`config.mk`:
```
export PLATFORM = sky130hd
export DESIGN_NAME = pcirq_top
export DESIGN_NICKNAME = d
export VERILOG_FILES = /design/src/rtl/pcirq_pkg.sv /design/src/rtl/pcirq_sync.sv /design/src/rtl/pcirq_pin_edge.sv /design/src/rtl/pcirq_change.sv /design/src/rtl/pcirq_top.sv
export SDC_FILE = /design/constraint.sdc
export NUM_CORES = 1
export LEC_CHECK = 0
export ABC_AREA = 1
export BUFFER_PORTS_ARGS = -buffer_cell sky130_fd_sc_hd__buf_4
export CAP_MARGIN = 10
export CORE_ASPECT_RATIO = 0.9
export CORE_UTILIZATION = 53
export CTS_CLUSTER_SIZE = 12
export DETAILED_ROUTE_END_ITERATION = 7
export HOLD_SLACK_MARGIN = 0.03
export MAX_ROUTING_LAYER = met4
export PLACE_DENSITY = 0.86
export SETUP_SLACK_MARGIN = 0.5
export SLEW_MARGIN = 20
export SYNTH_ARGS = -nofsm -noshare
export SYNTH_HDL_FRONTEND = slang
export SYNTH_SLANG_ARGS = --single-unit
```
`constraint.sdc`:
```
create_clock -name clk -period 1 [get_ports clk]
set_input_delay 0.2 -clock clk [delete_from_list [all_inputs] [get_ports clk]]
set_output_delay 0.2 -clock clk [all_outputs]
set_load 0.1 [all_outputs]
```
`src/rtl/pcirq_pkg.sv`:
```
package pcirq_pkg;

  localparam int REG_W        = 8;
  localparam int CFG_RISE_BIT = 7;

  typedef enum logic [1:0] {
    ADDR_CORE = 2'd0,
    ADDR_PEN  = 2'd1,
    ADDR_PFLG = 2'd2,
    ADDR_CFG  = 2'd3
  } reg_addr_e;

  // core register, MSB first
  typedef struct packed {
    logic chg_flg;
    logic pin_flg;
    logic tmr_flg;
    logic chg_en;
    logic pin_en;
    logic tmr_en;
    logic per_en;
    logic glb_en;
  } core_t;

  // next state of a sticky flag: event sets, write of 0 clears, event wins
  function automatic logic flag_next(logic cur, logic evt, logic wr, logic wbit);
    return evt | (cur & ~(wr & ~wbit));
  endfunction

  function automatic logic core_hit(core_t c);
    return (c.tmr_en & c.tmr_flg) | (c.pin_en & c.pin_flg) | (c.chg_en & c.chg_flg);
  endfunction

  function automatic logic periph_hit(logic [REG_W-1:0] en, logic [REG_W-1:0] flg, logic tier);
    return tier & (|(en & flg));
  endfunction

  function automatic logic pin_mismatch(logic [REG_W-1:0] cur, logic [REG_W-1:0] snap,
                                        logic [REG_W-1:0] en);
    return |((cur ^ snap) & en);
  endfunction

endpackage

```
`src/rtl/pcirq_sync.sv`:
```
module pcirq_sync #(
  parameter int W      = 1,
  parameter int STAGES = 2
) (
  input  logic         clk,
  input  logic         rst_n,
  input  logic [W-1:0] d,
  output logic [W-1:0] q
);
  localparam int CW = W * STAGES;

  logic [CW-1:0] chain;

  // STAGES must be at least 2
  always_ff @(posedge clk or negedge rst_n) begin
    if (!rst_n) chain <= '0;
    else        chain <= {chain[CW-W-1:0], d};
  end

  assign q = chain[CW-1 -: W];
endmodule

```
`src/rtl/pcirq_pin_edge.sv`:
```
module pcirq_pin_edge #(
  parameter int SYNC_STAGES = 2
) (
  input  logic clk,
  input  logic rst_n,
  input  logic pin,
  input  logic rise_sel,
  output logic edge_evt
);
  logic lvl, prev;

  pcirq_sync #(.W(1), .STAGES(SYNC_STAGES)) sync_i (
    .clk(clk), .rst_n(rst_n), .d(pin), .q(lvl)
  );

  always_ff @(posedge clk or negedge rst_n) begin
    if (!rst_n) prev <= 1'b0;
    else        prev <= lvl;
  end

  assign edge_evt = rise_sel ? (lvl & ~prev) : (~lvl & prev);

  // same polarity cannot qualify on two consecutive cycles
  assert_edge_single_R5: assert property (@(posedge clk) disable iff (!rst_n)
    edge_evt ##1 $stable(rise_sel) |-> !edge_evt);
endmodule

```
`src/rtl/pcirq_change.sv`:
```
module pcirq_change
  import pcirq_pkg::*;
#(
  parameter int NPINS       = 6,
  parameter int SYNC_STAGES = 2
) (
  input  logic             clk,
  input  logic             rst_n,
  input  logic [NPINS-1:0] pins,
  input  logic [NPINS-1:0] en,
  input  logic             snap,
  output logic [NPINS-1:0] level,
  output logic             chg_evt
);
  logic [NPINS-1:0] snap_q;

  pcirq_sync #(.W(NPINS), .STAGES(SYNC_STAGES)) sync_i (
    .clk(clk), .rst_n(rst_n), .d(pins), .q(level)
  );

  always_ff @(posedge clk or negedge rst_n) begin
    if (!rst_n)    snap_q <= '0;
    else if (snap) snap_q <= level;
  end

  assign chg_evt = pin_mismatch(REG_W'(level), REG_W'(snap_q), REG_W'(en));

  // a capture with steady pins leaves no mismatch
  assert_snap_ends_R7: assert property (@(posedge clk) disable iff (!rst_n)
    snap ##1 (level == $past(level)) |-> !chg_evt);
endmodule

```
`src/rtl/pcirq_top.sv`:
```
module pcirq_top
  import pcirq_pkg::*;
#(
  parameter int NPINS       = 6,   // at most 7
  parameter int NPERIPH     = 4,   // at most 8
  parameter int SYNC_STAGES = 2
) (
  input  logic               clk,
  input  logic               rst_n,
  input  logic               reg_wr,
  input  logic [1:0]         reg_addr,
  input  logic [7:0]         reg_wdata,
  output logic [7:0]         reg_rdata,
  input  logic               port_rd,
  output logic [NPINS-1:0]   port_level,
  input  logic [NPINS-1:0]   pin_in,
  input  logic               ext_pin,
  input  logic               tmr_evt,
  input  logic [NPERIPH-1:0] per_evt,
  input  logic               irq_ack,
  input  logic               irq_ret,
  output logic               irq_req
);
  reg_addr_e        addr;
  core_t            core_q, wc;
  logic             wr_core, wr_pen, wr_pflg, wr_cfg;
  logic [NPERIPH-1:0] pen_q, pflg_q;
  logic [NPINS-1:0] chen_q;
  logic             rise_q;
  logic             ext_evt, chg_evt;
  logic             hit_core, hit_per, irq_q;
  logic [REG_W-1:0] cfg_rd;

  assign addr    = reg_addr_e'(reg_addr);
  assign wc      = core_t'(reg_wdata);
  assign wr_core = reg_wr && (addr == ADDR_CORE);
  assign wr_pen  = reg_wr && (addr == ADDR_PEN);
  assign wr_pflg = reg_wr && (addr == ADDR_PFLG);
  assign wr_cfg  = reg_wr && (addr == ADDR_CFG);

  // ---------------- event sources ----------------
  pcirq_pin_edge #(.SYNC_STAGES(SYNC_STAGES)) edge_i (
    .clk(clk), .rst_n(rst_n), .pin(ext_pin), .rise_sel(rise_q), .edge_evt(ext_evt)
  );

  pcirq_change #(.NPINS(NPINS), .SYNC_STAGES(SYNC_STAGES)) chg_i (
    .clk(clk), .rst_n(rst_n), .pins(pin_in), .en(chen_q), .snap(port_rd),
    .level(port_level), .chg_evt(chg_evt)
  );

  // ---------------- core register ----------------
  always_ff @(posedge clk or negedge rst_n) begin
    if (!rst_n) begin
      core_q <= '0;
    end else begin
      core_q.glb_en <= irq_ack ? 1'b0 : (irq_ret ? 1'b1 : (wr_core ? wc.glb_en : core_q.glb_en));
      if (wr_core) begin
        core_q.per_en <= wc.per_en;
        core_q.tmr_en <= wc.tmr_en;
        core_q.pin_en <= wc.pin_en;
        core_q.chg_en <= wc.chg_en;
      end
      core_q.tmr_flg <= flag_next(core_q.tmr_flg, tmr_evt, wr_core, wc.tmr_flg);
      core_q.pin_flg <= flag_next(core_q.pin_flg, ext_evt, wr_core, wc.pin_flg);
      core_q.chg_flg <= flag_next(core_q.chg_flg, chg_evt, wr_core, wc.chg_flg);
    end
  end

  // ---------------- enables and configuration ----------------
  always_ff @(posedge clk or negedge rst_n) begin
    if (!rst_n) begin
      pen_q  <= '0;
      chen_q <= '0;
      rise_q <= 1'b1;
    end else begin
      if (wr_pen) pen_q <= reg_wdata[NPERIPH-1:0];
      if (wr_cfg) begin
        chen_q <= reg_wdata[NPINS-1:0];
        rise_q <= reg_wdata[CFG_RISE_BIT];
      end
    end
  end

  // ---------------- peripheral flags, one per source ----------------
  for (genvar i = 0; i < NPERIPH; i++) begin : g_per
    logic flg_r;
    always_ff @(posedge clk or negedge rst_n) begin
      if (!rst_n) flg_r <= 1'b0;
      else        flg_r <= flag_next(flg_r, per_evt[i], wr_pflg, reg_wdata[i]);
    end
    assign pflg_q[i] = flg_r;

    assert_per_flag_set_R3: assert property (@(posedge clk) disable iff (!rst_n)
      per_evt[i] |=> flg_r);
  end

  // ---------------- request ----------------
  assign hit_core = core_hit(core_q);
  assign hit_per  = periph_hit(REG_W'(pen_q), REG_W'(pflg_q), core_q.per_en);

  always_ff @(posedge clk or negedge rst_n) begin
    if (!rst_n) irq_q <= 1'b0;
    else        irq_q <= core_q.glb_en & (hit_core | hit_per);
  end
  assign irq_req = irq_q;

  // ---------------- read mux ----------------
  always_comb begin
    cfg_rd               = REG_W'(chen_q);
    cfg_rd[CFG_RISE_BIT] = rise_q;
    unique case (addr)
      ADDR_CORE: reg_rdata = core_q;
      ADDR_PEN:  reg_rdata = REG_W'(pen_q);
      ADDR_PFLG: reg_rdata = REG_W'(pflg_q);
      default:   reg_rdata = cfg_rd;
    endcase
  end

  // ---------------- assertions ----------------
  assert_reset_clear_R1: assert property (@(posedge clk)
    !rst_n |=> (core_q == '0 && pflg_q == '0 && !irq_req));

  assert_tmr_flag_clear_R4: assert property (@(posedge clk) disable iff (!rst_n)
    $fell(core_q.tmr_flg) |-> $past(wr_core && !wc.tmr_flg));

  assert_pin_flag_set_R5: assert property (@(posedge clk) disable iff (!rst_n)
    ext_evt |=> core_q.pin_flg);

  assert_chg_flag_set_R6: assert property (@(posedge clk) disable iff (!rst_n)
    chg_evt |=> core_q.chg_flg);

  assert_req_needs_glb_R8: assert property (@(posedge clk) disable iff (!rst_n)
    irq_req |-> $past(core_q.glb_en));

  assert_per_needs_tier_R9: assert property (@(posedge clk) disable iff (!rst_n)
    (irq_req && !$past(hit_core)) |-> $past(core_q.per_en && |(pen_q & pflg_q)));

  assert_ack_clears_R11: assert property (@(posedge clk) disable iff (!rst_n)
    irq_ack |=> !core_q.glb_en);
endmodule

```
==> flow_metrics.env, run 1 <==
export IMPL_netlist_area_um2=1938
export IMPL_htree_levels=2
export IMPL_numCtsBuffers=5
export IMPL_numPortBuffers=42
export IMPL_ys_types=24
export IMPL_status="stopped before the end"
export IMPL_synth_cells=215
export IMPL_start_util_pct=56.53
export IMPL_synth_seq_area_share_pct=58.17
export IMPL_synth_seq_cells=45
export IMPL_grt_worst_endpoint="reg_rdata[3]"
export IMPL_stop_stage="global routing (5_1_grt)"
export IMPL_cts_root_buf="clkbuf_8"
export IMPL_stop_error="[ERROR DPL-0038] Utilization greater than 100%, impossible to legalize"
export IMPL_placedCellCount=324
export IMPL_ys_warnings_count=0
export IMPL_die_h_um=59.37
export IMPL_routabilityCongestion=0.9110
export IMPL_grt_max_degree=29
export IMPL_io_pins=43
export IMPL_clockBufferDepth=2
export IMPL_worstEndpointType="primary output"
export IMPL_fp_dieW_um=65.74
export IMPL_dp_slack_ns=-0.3746
export IMPL_cts_sink_count=45
export IMPL_hpwl_um=3336
export IMPL_num_rows=20
export IMPL_avgSynthCellArea_um2=9.014
export IMPL_synth_nets=243
[metrics by stage]
stage	hold slack [ns]	area, µm²
after detailed placement	0.08912	2590
after floorplan	-0.09559	2106
after global placement	0.09187	2590
after CTS	-0.2465	3055
[kinds of logic after synthesis]
family	Yosys count	synth area share, %
AND/OR/NAND/NOR	97	21.76
flip-flops	45	58.17
buffers and inverters	38	9.167
AO/OA/AOI/OAI	35	10.91
[cell usage after synthesis, drive strengths merged]
library cell / count / area (µm²)
nor2: 6 / 35.03
dfstp: 1 / 26.28
nand3: 9 / 45.04
nor3b: 1 / 7.510
a22o: 2 / 17.52
nand2: 77 / 309.0
clkinv: 1 / 5.000
buf: 8 / 63.81
inv: 28 / 105.1
o21ai: 28 / 162.6
a21oi: 4 / 23.77
dfrtp: 44 / 1101
clkbuf: 1 / 3.750
nand4: 4 / 25.02
o211ai: 1 / 7.510
[timing repair]
action	CTS
hold endpoints to repair	45
setup buffers	9
endpoints found under the setup margin	46
resized for setup	74
pin swaps	14
==> run 2: changes to the inputs <==
--- a/config.mk
+++ b/config.mk
@@ -8,14 +8,9 @@
 export ABC_AREA = 1
 export BUFFER_PORTS_ARGS = -buffer_cell sky130_fd_sc_hd__buf_4
 export CAP_MARGIN = 10
-export CORE_ASPECT_RATIO = 0.9
-export CORE_UTILIZATION = 53
-export CTS_CLUSTER_SIZE = 12
+export CORE_UTILIZATION = 40
 export DETAILED_ROUTE_END_ITERATION = 7
-export HOLD_SLACK_MARGIN = 0.03
-export MAX_ROUTING_LAYER = met4
-export PLACE_DENSITY = 0.86
-export SETUP_SLACK_MARGIN = 0.5
+export PLACE_DENSITY_LB_ADDON = 0.15
 export SLEW_MARGIN = 20
 export SYNTH_ARGS = -nofsm -noshare
 export SYNTH_HDL_FRONTEND = slang
==> flow_metrics.env, run 2 <==
export IMPL_synth_edf_count=0
export IMPL_critPathCaptureType="primary output"
export IMPL_finalHoldViolations=0
export IMPL_slew_violations=0
export IMPL_start_util_pct=43.03
export IMPL_largest_reg_flops=12
export IMPL_critPathMaxFanout=2
export IMPL_setup_viol=16
export IMPL_leakage_nw=1.463
export IMPL_layout_drive_gt1_share_pct=41.89
export IMPL_ir_worst_vdd_mv=1.137
export IMPL_grt_pass1_wl_um=6934
export IMPL_critPathLaunch="rise_q"
export IMPL_num_antenna_cells=0
export IMPL_yosys_top_cells_count="nand2_1, dfrtp_1, inv_1"
export IMPL_cp_arrival_ns=1.21
export IMPL_top_regs="chg_i.sync_i.chain: 12 flops, core_q: 8 flops"
export IMPL_routabilityCongestion=0.8452
export IMPL_placedCellCount=322
export IMPL_cts_tree="done"
export IMPL_top_register="chg_i.sync_i.chain"
export IMPL_firstDrtPassIters=4
export IMPL_htree_levels=2
export IMPL_cp_start_kind="register"
export IMPL_synthTopCellsByArea="dfrtp_1, nand2_1, inv_1"
export IMPL_cts_sink_count=45
export IMPL_final_common_cell="nand2_1"
export IMPL_viasPerCell=4.704
export IMPL_layout_common_cells="nand2_1, buf_4, dfrtp_1, inv_1, o21ai_1"
export IMPL_ys_types=24
export IMPL_power_density_nw_per_um2=1646
export IMPL_max_stage_delay_ns=0.55
export IMPL_worst_slack_ns=-0.4115
export IMPL_async_flop_share_pct=100.0
export IMPL_fin_crit_ns=1.411
export IMPL_status="finished with violations"
export IMPL_synth_seq_cells=45
export IMPL_max_freq_mhz=708.5
export IMPL_synth_cells=215
export IMPL_grt_max_degree=46
export IMPL_area_growth_pct=51.32
export IMPL_synth_seq_area_share_pct=58.17
export IMPL_fin_crit_sh_pct=141.1
export IMPL_wl_per_cell_um=12.28
export IMPL_antenna_found_initial=0
export IMPL_nFillCells=395
export IMPL_io_pins=43
export IMPL_synth_nets=243
export IMPL_die_area_um2=5127
export IMPL_fp_dieW_um=71.61
export IMPL_finalWirelength_um=4273
export IMPL_clockBufferDepth=2
export IMPL_drc=0
export IMPL_vias=1637
export IMPL_cts_root_buf="clkbuf_8"
export IMPL_rsz0062_at_grt="yes"
export IMPL_final_cells=348
export IMPL_core_area_um2=4504
export IMPL_rr_startpoint="rise_q"
export IMPL_layout_nets=323
export IMPL_grt_pass1_vias=1560
export IMPL_ys_warnings_count=0
export IMPL_dp_slack_ns=-0.3044
export IMPL_path_clk_slew_ns=0.09
export IMPL_cp_required_ns=0.80
export IMPL_post_route_util_pct=65.11
export IMPL_first_iter_violations=77
export IMPL_clk_latency_ns=0.30
export IMPL_finClkSkew_ns=0.008205
export IMPL_grt_usage_pct=18.10
export IMPL_netlist_area_um2=1938
export IMPL_overflow=0
export IMPL_slew_headroom_pct=83.52
export IMPL_die_h_um=71.61
export IMPL_ant_nets=0
export IMPL_yosys_area_top_type="dfrtp_1"
export IMPL_drv_cap=0
export IMPL_path_cells="inv_2 -> o21ai_4 -> buf_12"
export IMPL_synth_top_area_share_pct=56.81
export IMPL_numPortBuffers=42
export IMPL_numCtsBuffers=5
export IMPL_hpwl_um=2936
export IMPL_worst_pin_slew_ns=0.2470
export IMPL_num_rows=24
export IMPL_crit_slowest_cell="dfstp_2"
export IMPL_synth_top_flop_cell="dfrtp_1"
export IMPL_hold_start="pin_in[2]"
export IMPL_hold_path_class="in -> reg"
export IMPL_path_class="reg -> out"
export IMPL_avgSynthCellArea_um2=9.014
export IMPL_yosysMostFrequentCell="nand2_1"
export IMPL_violations="setup timing"
run 2: cell counts after synthesis:
Identical to the previous run, type by type.
run 2: per-layer routing:
metal,global-route usage (%),routed length (µm)
met5,0,0
met4,8.497,51
met3,3.376,177
met2,28.30,2086
met1,24.51,1957
run 2: through the flow:
stage          area (µm²)  power, mW  TNS [ns]  hold slack [ns]
2_1_floorplan        1973      2.929    -3.026         -0.09559
3_3_place_gp         2464      3.358    -3.650           0.1839
3_5_place_dp         2464      3.373    -3.975           0.1841
4_1_cts              2804      4.774    -3.435        0.0008136
5_1_grt              2933      5.055    -4.050        0.0006918
6_report             2933      4.827    -3.303          0.01572
run 2: worst paths after layout:
path                            slack [ns]  cells after the start                endpoint
worst min register to register        0.34                      0   chg_i.sync_i.chain[6]
worst max-delay path                 -0.41                      3            reg_rdata[7]
max in group asynchronous             0.34                      3                  rise_q
worst min-delay path                  0.02                      1   chg_i.sync_i.chain[2]
worst max register to register       -0.11                      6               core_q[6]
min in group asynchronous             0.40                      3  chg_i.sync_i.chain[10]
run 2: area by class of cell:
cell class              count  area [µm²]  area share [%]
clock buffers               7       96.34           3.285
clock inverters             1       5.005          0.1706
inverters                  29       113.9           3.882
multi-input cells         133       713.2           24.32
flip-flops and latches     45        1130           38.52
well taps                  52       65.06           2.218
repair buffers             81       809.5           27.60
run 2: cell families (layout without fill, tap and decap cells):
group	Yosys count	count (layout)	share of synthesized area [%]
AND/OR/NAND/NOR	97	98	21.76
flip-flops	45	45	58.17
buffers and inverters	38	118	9.167
AO/OA/AOI/OAI	35	35	10.91
run 2: worst max-delay path: cells and delay by family, from the launching register on:
family                 cells  cell delay [ns]
flip-flops                 1             0.55
buffers and inverters      2             0.24
AO/OA/AOI/OAI              1             0.13
run 2: timing repair:
item | in CTS | in global routing
gates resized for setup | 38 | 23
hold endpoints to repair | 46 | 3
setup buffers | 8 | 6
hold buffers | 3 | 3
setup endpoints to repair | 16 | 19
gates cloned | 0 | 1
pin swaps | 4 | 8
run 2: power by group:
group	internal, mW	switching [mW]
sequential	2.00	0.107
clock	0.625	0.616
combinational	0.617	0.866
total	3.24	1.59
Power figures use the tool's default switching activity.
